===== src/rtl/sched_pkg.sv =====
package sched_pkg;
    localparam int LANES      = 2;
    localparam int COARSE_W   = 2;
    localparam int FINE_W     = 8;
    localparam int SUB_W      = 6;
    localparam int KINDS      = 2;

    typedef enum logic {KIND_POLL = 1'b0, KIND_SSR = 1'b1} req_kind_e;
endpackage


===== src/rtl/interval_timer.sv =====
module interval_timer
    import sched_pkg::*;
#(
    parameter int COARSE_BITS = COARSE_W,
    parameter int FINE_BITS   = FINE_W,
    parameter int SUB_BITS    = SUB_W,
    parameter int HAS_LAG     = 0
) (
    input  logic                   clk,
    input  logic                   rst_n,
    input  logic                   tick,
    input  logic [COARSE_BITS-1:0] coarse,
    input  logic [FINE_BITS-1:0]   fine,
    input  logic                   lag_req,
    output logic [LANES-1:0]       hit
);
    localparam int CFG_BITS = COARSE_BITS + FINE_BITS;
    localparam int CNT_BITS = CFG_BITS + SUB_BITS;
    localparam int LAG_SH   = SUB_BITS - 2;

    typedef struct packed {
        logic [CNT_BITS-1:0]  cnt;
        logic [CFG_BITS-1:0]  cfg;
        logic [LANES-1:0]     hit;
    } tmr_state_t;

    tmr_state_t st_d, st_q;

    logic [CFG_BITS-1:0] cfg_now;
    logic [CNT_BITS-1:0] last_tick;
    logic [CNT_BITS-1:0] span;
    logic [CNT_BITS-1:0] lag_tick;
    logic                lag_on;
    logic                at_end;

    always_comb begin
        cfg_now   = {coarse, fine};
        last_tick = {cfg_now, {SUB_BITS{1'b1}}};
        span      = CNT_BITS'(cfg_now) + CNT_BITS'(1);
        lag_tick  = (span << LAG_SH) - CNT_BITS'(1);
        lag_on    = (HAS_LAG != 0) && lag_req;
        at_end    = (st_q.cnt == last_tick);

        st_d     = st_q;
        st_d.hit = '0;
        if (cfg_now != st_q.cfg) begin
            st_d.cfg = cfg_now;
            st_d.cnt = '0;
        end else if (cfg_now == '0) begin
            st_d.cnt = '0;
        end else if (tick) begin
            st_d.cnt    = at_end ? '0 : st_q.cnt + CNT_BITS'(1);
            st_d.hit[0] = at_end;
            for (int ln = 1; ln < LANES; ln++) begin
                st_d.hit[ln] = lag_on ? (st_q.cnt == lag_tick) : at_end;
            end
        end
    end

    always_ff @(posedge clk) begin
        if (!rst_n) begin
            st_q <= '0;
        end else begin
            st_q <= st_d;
        end
    end

    assign hit = st_q.hit;
endmodule


===== src/rtl/lane_gate.sv =====
module lane_gate
    import sched_pkg::*;
#(
    parameter int NLANES = LANES
) (
    input  logic [NLANES-1:0] hit,
    input  logic [NLANES-1:0] link_on,
    input  logic [NLANES-1:0] req_on,
    output logic [NLANES-1:0] stb
);
    for (genvar g = 0; g < NLANES; g++) begin : g_lane
        assign stb[g] = hit[g] & link_on[g] & req_on[g];
    end
endmodule


===== src/rtl/dual_lane_poll_sched.sv =====
module dual_lane_poll_sched
    import sched_pkg::*;
(
    input  logic                clk,
    input  logic                rst_n,
    input  logic                osc_tick,
    input  logic [COARSE_W-1:0] poll_up,
    input  logic [FINE_W-1:0]   poll_dn,
    input  logic [COARSE_W-1:0] ssr_up,
    input  logic [FINE_W-1:0]   ssr_dn,
    input  logic                lag_en,
    input  logic [LANES-1:0]    link_en,
    input  logic [LANES-1:0]    poll_en,
    input  logic [LANES-1:0]    ssr_en,
    output logic [LANES-1:0]    poll_stb,
    output logic [LANES-1:0]    ssr_stb
);
    logic [COARSE_W-1:0] coarse_k [KINDS];
    logic [FINE_W-1:0]   fine_k   [KINDS];
    logic [LANES-1:0]    en_k     [KINDS];
    logic [LANES-1:0]    hit_k    [KINDS];
    logic [LANES-1:0]    stb_k    [KINDS];
    logic                lag_k    [KINDS];

    always_comb begin
        coarse_k[KIND_POLL] = poll_up;
        fine_k[KIND_POLL]   = poll_dn;
        en_k[KIND_POLL]     = poll_en;
        lag_k[KIND_POLL]    = lag_en;
        coarse_k[KIND_SSR]  = ssr_up;
        fine_k[KIND_SSR]    = ssr_dn;
        en_k[KIND_SSR]      = ssr_en;
        lag_k[KIND_SSR]     = 1'b0;
    end

    for (genvar k = 0; k < KINDS; k++) begin : g_kind
        interval_timer #(
            .COARSE_BITS(COARSE_W),
            .FINE_BITS  (FINE_W),
            .SUB_BITS   (SUB_W),
            .HAS_LAG    ((k == int'(KIND_POLL)) ? 1 : 0)
        ) u_tmr (
            .clk    (clk),
            .rst_n  (rst_n),
            .tick   (osc_tick),
            .coarse (coarse_k[k]),
            .fine   (fine_k[k]),
            .lag_req(lag_k[k]),
            .hit    (hit_k[k])
        );

        lane_gate #(.NLANES(LANES)) u_gate (
            .hit    (hit_k[k]),
            .link_on(link_en),
            .req_on (en_k[k]),
            .stb    (stb_k[k])
        );
    end

    assign poll_stb = stb_k[KIND_POLL];
    assign ssr_stb  = stb_k[KIND_SSR];
endmodule


===== config.mk =====
export PLATFORM = sky130hd
export DESIGN_NAME = dual_lane_poll_sched
export DESIGN_NICKNAME = d
export VERILOG_FILES = /design/src/rtl/sched_pkg.sv /design/src/rtl/interval_timer.sv /design/src/rtl/lane_gate.sv /design/src/rtl/dual_lane_poll_sched.sv
export SDC_FILE = /design/constraint.sdc
export NUM_CORES = 1
export LEC_CHECK = 0
export BUFFER_PORTS_ARGS = -buffer_cell sky130_fd_sc_hd__buf_2
export CELL_PAD_IN_SITES_DETAIL_PLACEMENT = 1
export CELL_PAD_IN_SITES_GLOBAL_PLACEMENT = 1
export CORE_MARGIN = 2
export CORE_UTILIZATION = 40
export DETAILED_ROUTE_END_ITERATION = 7
export GPL_TIMING_DRIVEN = 1
export PLACE_DENSITY_LB_ADDON = 0.12
export SLEW_MARGIN = 40
export SYNTH_ARGS = -nofsm -noshare
export SYNTH_HDL_FRONTEND = slang
export SYNTH_SLANG_ARGS = --single-unit

===== constraint.sdc =====
create_clock -name clk -period 9 [get_ports clk]
set_clock_uncertainty 0.1 [all_clocks]
set_input_delay 1.8 -clock clk [delete_from_list [all_inputs] [get_ports clk]]
set_output_delay 1.8 -clock clk [all_outputs]
set_load 0.01 [all_outputs]

# Word-level counts from Yosys, hierarchy flattened
# Cells that the tools add are included.
[classes]
mux = 3
bitwise = 10
reduce_logical = 6
add_sub_neg = 4
eq_ne = 5
[ops]
columns = ["op", "count"]
rows = [
  ["16-bit equality test", 3],
  ["16-bit by 1-bit adder with 16-bit output (second input constant)", 2],
  ["16-bit 2-to-1 mux", 2],
  ["10-bit zero test", 2],
  ["10-bit != test", 2],
  ["16-bit by 1-bit subtractor with 16-bit output (second input constant)", 1],
  ["10-bit by 1-bit adder with 11-bit output (second input constant)", 1],
  ["1-bit AND", 8],
  ["4-bit OR reduction", 2],
  ["3-bit OR reduction", 2],
  ["1-bit inverter", 2],
  ["1-bit 2-to-1 mux", 1],
]
[totals]
in_bits = 30
register_bits = 55
wordCells = 34

# Longest topological paths before layout
[depth]
ltp_word = 4
depth_mapped = 10
mapped_depth_nobuf = 9

# By module
# Synthesis repeated with hierarchy kept, for this count alone.
[unflattened]
cells_unflattened = 424
area_unflattened_um2 = 3582.2
[by_module_without_submodules]
columns = ["mod", "cells_per_inst", "instances", "area_per_inst_um2", "seq_area_each_um2"]
rows = [
  ["interval_timer at g_kind[0].u_tmr", 282, 1, 2227.1, 560.5],
  ["interval_timer at g_kind[1].u_tmr", 137, 1, 1326.3, 540.5],
  ["lane_gate", 2, 2, 12.5, 0.0],
  ["dual_lane_poll_sched", 1, 1, 3.8, 0.0],
]

# Worst setup path before layout
# No wires, ideal clock.
[synth_path]
path_kind = "input port to flip-flop"
from = "input port poll_dn[1]"
to = "register g_kind[0].u_tmr.st_q (netlist bit g_kind[0].u_tmr.hit[1])"
slack_ns = 4.933
path_stages = 9
setup_time_ns = 0.096
t_required_ns = 8.804
arrival_ns = 3.872
path_cell_list = "clkbuf_1 -> inv_1 -> ha_1 -> nor2_1 -> a31oi_4 -> or2b_1 -> a2111oi_0 -> a221oi_1 -> o41ai_2"
[synth_between]
elab_chain_len = 4
word_cells_on_any_way = 8
[synth_rtl]
columns = ["item", "line_no", "rtl"]
rows = [
  ["start, declared", "dual_lane_poll_sched.sv:8", "input logic [FINE_W-1:0] poll_dn,"],
  ["10-bit by 1-bit adder with 11-bit output", "interval_timer.sv:39", "span = CNT_BITS'(cfg_now) + CNT_BITS'(1);"],
  ["16-bit by 1-bit subtractor with 16-bit output", "interval_timer.sv:40", "lag_tick = (span << LAG_SH) - CNT_BITS'(1);"],
  ["16-bit equality test", "interval_timer.sv:55", "st_d.hit[ln] = lag_on ? (st_q.cnt == lag_tick) : at_end;"],
  ["1-bit 2-to-1 mux", "interval_timer.sv:55", ""],
  ["end signal, assigned", "interval_timer.sv:64", "st_q <= st_d;"],
  ["end, declared", "interval_timer.sv:27", "tmr_state_t st_d, st_q;"],
]
# Several ways; a longest one is shown, not always the timed one.
# A chain may end at the register's enable or synchronous reset.

# Worst setup path in the final report
[layout_path]
from = "input port ssr_en[1]"
to = "output port ssr_stb[1]"
[layout_between]
elab_chain_len = 1
[layout_rtl]
columns = ["item", "line_no", "rtl"]
rows = [
  ["start, declared", "dual_lane_poll_sched.sv:14", "input logic [LANES-1:0] ssr_en,"],
  ["1-bit AND", "lane_gate.sv:12", "assign stb[g] = hit[g] & link_on[g] & req_on[g];"],
  ["end, declared", "dual_lane_poll_sched.sv:16", "output logic [LANES-1:0] ssr_stb"],
]
# Every way passes these cells.

==> out/qor.yml <==
wl_mm: 7.41
yosysSeqAreaShare: 0.348
fmax_mhz: 244
grt_use_total: 0.188
power.internal_uw: 352
place_hpwl_mm: 5.54
viasPerCell: 5.19
diodes: 0
critPathKind: "input pin to primary output"
regArea_um2: 1100
initial_core_util: 0.412
place_ws_ns: 4.67
rows: 32
vdd_drop_max_v: 0.0000618
numCtsBuffers: 5
synthFlopType: "dfxtp_1"
hold_class: "flip-flop to flip-flop"
p_clk_frac: 0.351
switching_share: 0.244
cap_violations: 0
grt_pass1_wl_mm: 13.1
drc: 0
drt-initial-drc-count: 47
first_global_vias: 2645
postCtsHoldBufs: 0
cts_buffer_depth: 2
multi_input_area_um2: 1970
synth_edf_count: 0
cts_tree: "yes"
synth.distinct_cells: 44
seqPwrFrac: 0.537
period_share: 0.456
async_flop_share: 0
nets: 423
cp-end-kind: "primary output"
fin_total_pwr_uw: 466
postSynthAreaPerCell_um2: 8.56
setup_viol: 0
firstDrtPassIters: 4
layout_setup_ws_ns: 4.89
tightest_slew_ns: 0.556
arrival_ns: 2.21
hold_slack_ns: 0.419
syn_nets: 404
io_pins: 34
clk_pin_slew_ns: 0.10
synthesis.area_um2: 3170
io_buffers: 33
overflow: 0
status: "finished, final reports clean"
vias: 2546
synth_seq_cells: 55
cts_setup_buffers: 0
final_core_util: 0.452
slew_viol_final: 0
cts_max_level: 2
area_delta_synth_final_pct: 9.79
fp.dieArea_um2: 8650
core_um2: 7690
gp_congestion: 0.856
tns_ns: 0
powerDensity_nw_per_um2: 134
grt_start_max_net_pins: 23
n_fill_cell: 953
clock_latency_ns: 0.31
slew_headroom: 0.620
chipHeight_um: 93.0
p_leak_uw: 0.00126
drive_above_1_share: 0.121
cts_sinks: 55
switchingPower_uw: 113
wire_per_inst_um: 15.1
syn-instance-count: 370
p_comb_frac: 0.112
min_period_ns: 4.11
antenna_left: 0
start_kind: "input pin"
antenna_found_initial: 0
cts_resized: 0
hold_viol_final: 0
yosysWarnings: 0
root_buffer: "clkbuf_8"
rsz0062_at_grt: "no"
critPathRequiredTime_ns: 7.10
die_w_um: 93.0
worstPathMaxFanout: 1
[state kept, by name, summed over array words and instances (netlist names)]
| signal | count |
|---|---|
| g_kind.u_tmr.st_q | 52 |
| g_kind.u_tmr.hit | 3 |
[per-layer routing]
layer	track usage	wire, µm	vias up
met4	0.0478	87	0
met2	0.332	3740	26
met1	0.243	3430	1232
met5	0	0	-
met3	0.0250	153	7
li1	-	-	1281
[critical path, stage by stage]
cell,delay (ns)
buf_2,0.10
and3_1,0.17
buf_2,0.13
[cells in the mapped netlist, drive strengths merged (2+ instances only)]
cell type,count,share of area
nand2b,3,0.0059
or4,2,0.0059
and2,22,0.043
a21oi,5,0.0079
nor2b,4,0.0079
nor2,42,0.050
and3,14,0.028
nor3,12,0.019
nand3b,2,0.0047
nand3,19,0.032
a2111oi,3,0.014
xnor2,42,0.12
nand4,16,0.032
buf,5,0.0091
nor4,7,0.014
or3,2,0.0055
o21ai,3,0.0047
inv,3,0.0036
clkbuf,16,0.019
ha,4,0.016
nand2,23,0.027
dfxtp,55,0.35
xor2,49,0.14
and4,2,0.0055
o2bb2ai,2,0.0055
[cells by family after synthesis]
| family | share of synthesized area |
|---|---|
| fa+ha+maj | 0.0158 |
| simple gates | 0.288 |
| xor+xnor | 0.252 |
| compound gates | 0.0628 |
| buf+inv | 0.0316 |
| flops | 0.348 |
| mux | 0.00316 |
[path summary, 6_finish.rpt]
check / slack [ns] / end / from / cells after the start
worst max-delay path: 4.89 / ssr_stb[1] / ssr_en[1] / 3
worst min register to register: 0.42 / g_kind[0].u_tmr.st_q[13]$_SDFFE_PP0P_ / g_kind[0].u_tmr.st_q[13]$_SDFFE_PP0P_ / 2
worst min-delay path: 0.42 / g_kind[0].u_tmr.st_q[13]$_SDFFE_PP0P_ / g_kind[0].u_tmr.st_q[13]$_SDFFE_PP0P_ / 2
worst max register to register: 6.90 / g_kind[0].u_tmr.st_q[21]$_SDFFE_PP0P_ / g_kind[0].u_tmr.st_q[18]$_SDFFE_PP0P_ / 7
[per-stage QoR]
stage,area (µm²),instances
after detailed placement,3370,484
after floorplan,3170,370
after global routing,3480,491
after global placement,3370,484
after CTS,3480,491
final,3480,491
[area by class of cell]
cell class / count / share of cell area
repair buffers: 33 / 0.0475
flip-flops and latches: 55 / 0.317
clock buffers: 5 / 0.0198
multi-input cells: 291 / 0.565
inverters: 3 / 0.00324
well taps: 102 / 0.0367
clock inverters: 2 / 0.0108
[layout by cell type (no fill, tap or decap), drive strengths merged, types with 12 or more instances in the layout]
cell / n
and2: 22
and3: 14
buf: 33
dfxtp: 55
nand2: 23
nand3: 19
nand4: 16
nor2: 42
nor3: 12
xnor2: 42
xor2: 49
[power by group through the flow]
stage	sequential [µW]	combinational (µW)	clock (µW)
3_3_place_gp	256	51.7	0
6_report	250	52.3	163
3_5_place_dp	256	52.5	0
2_1_floorplan	255	36.8	0
4_1_cts	250	52.8	171
5_1_grt	251	58.7	181
Power figures use the tool's default switching activity.
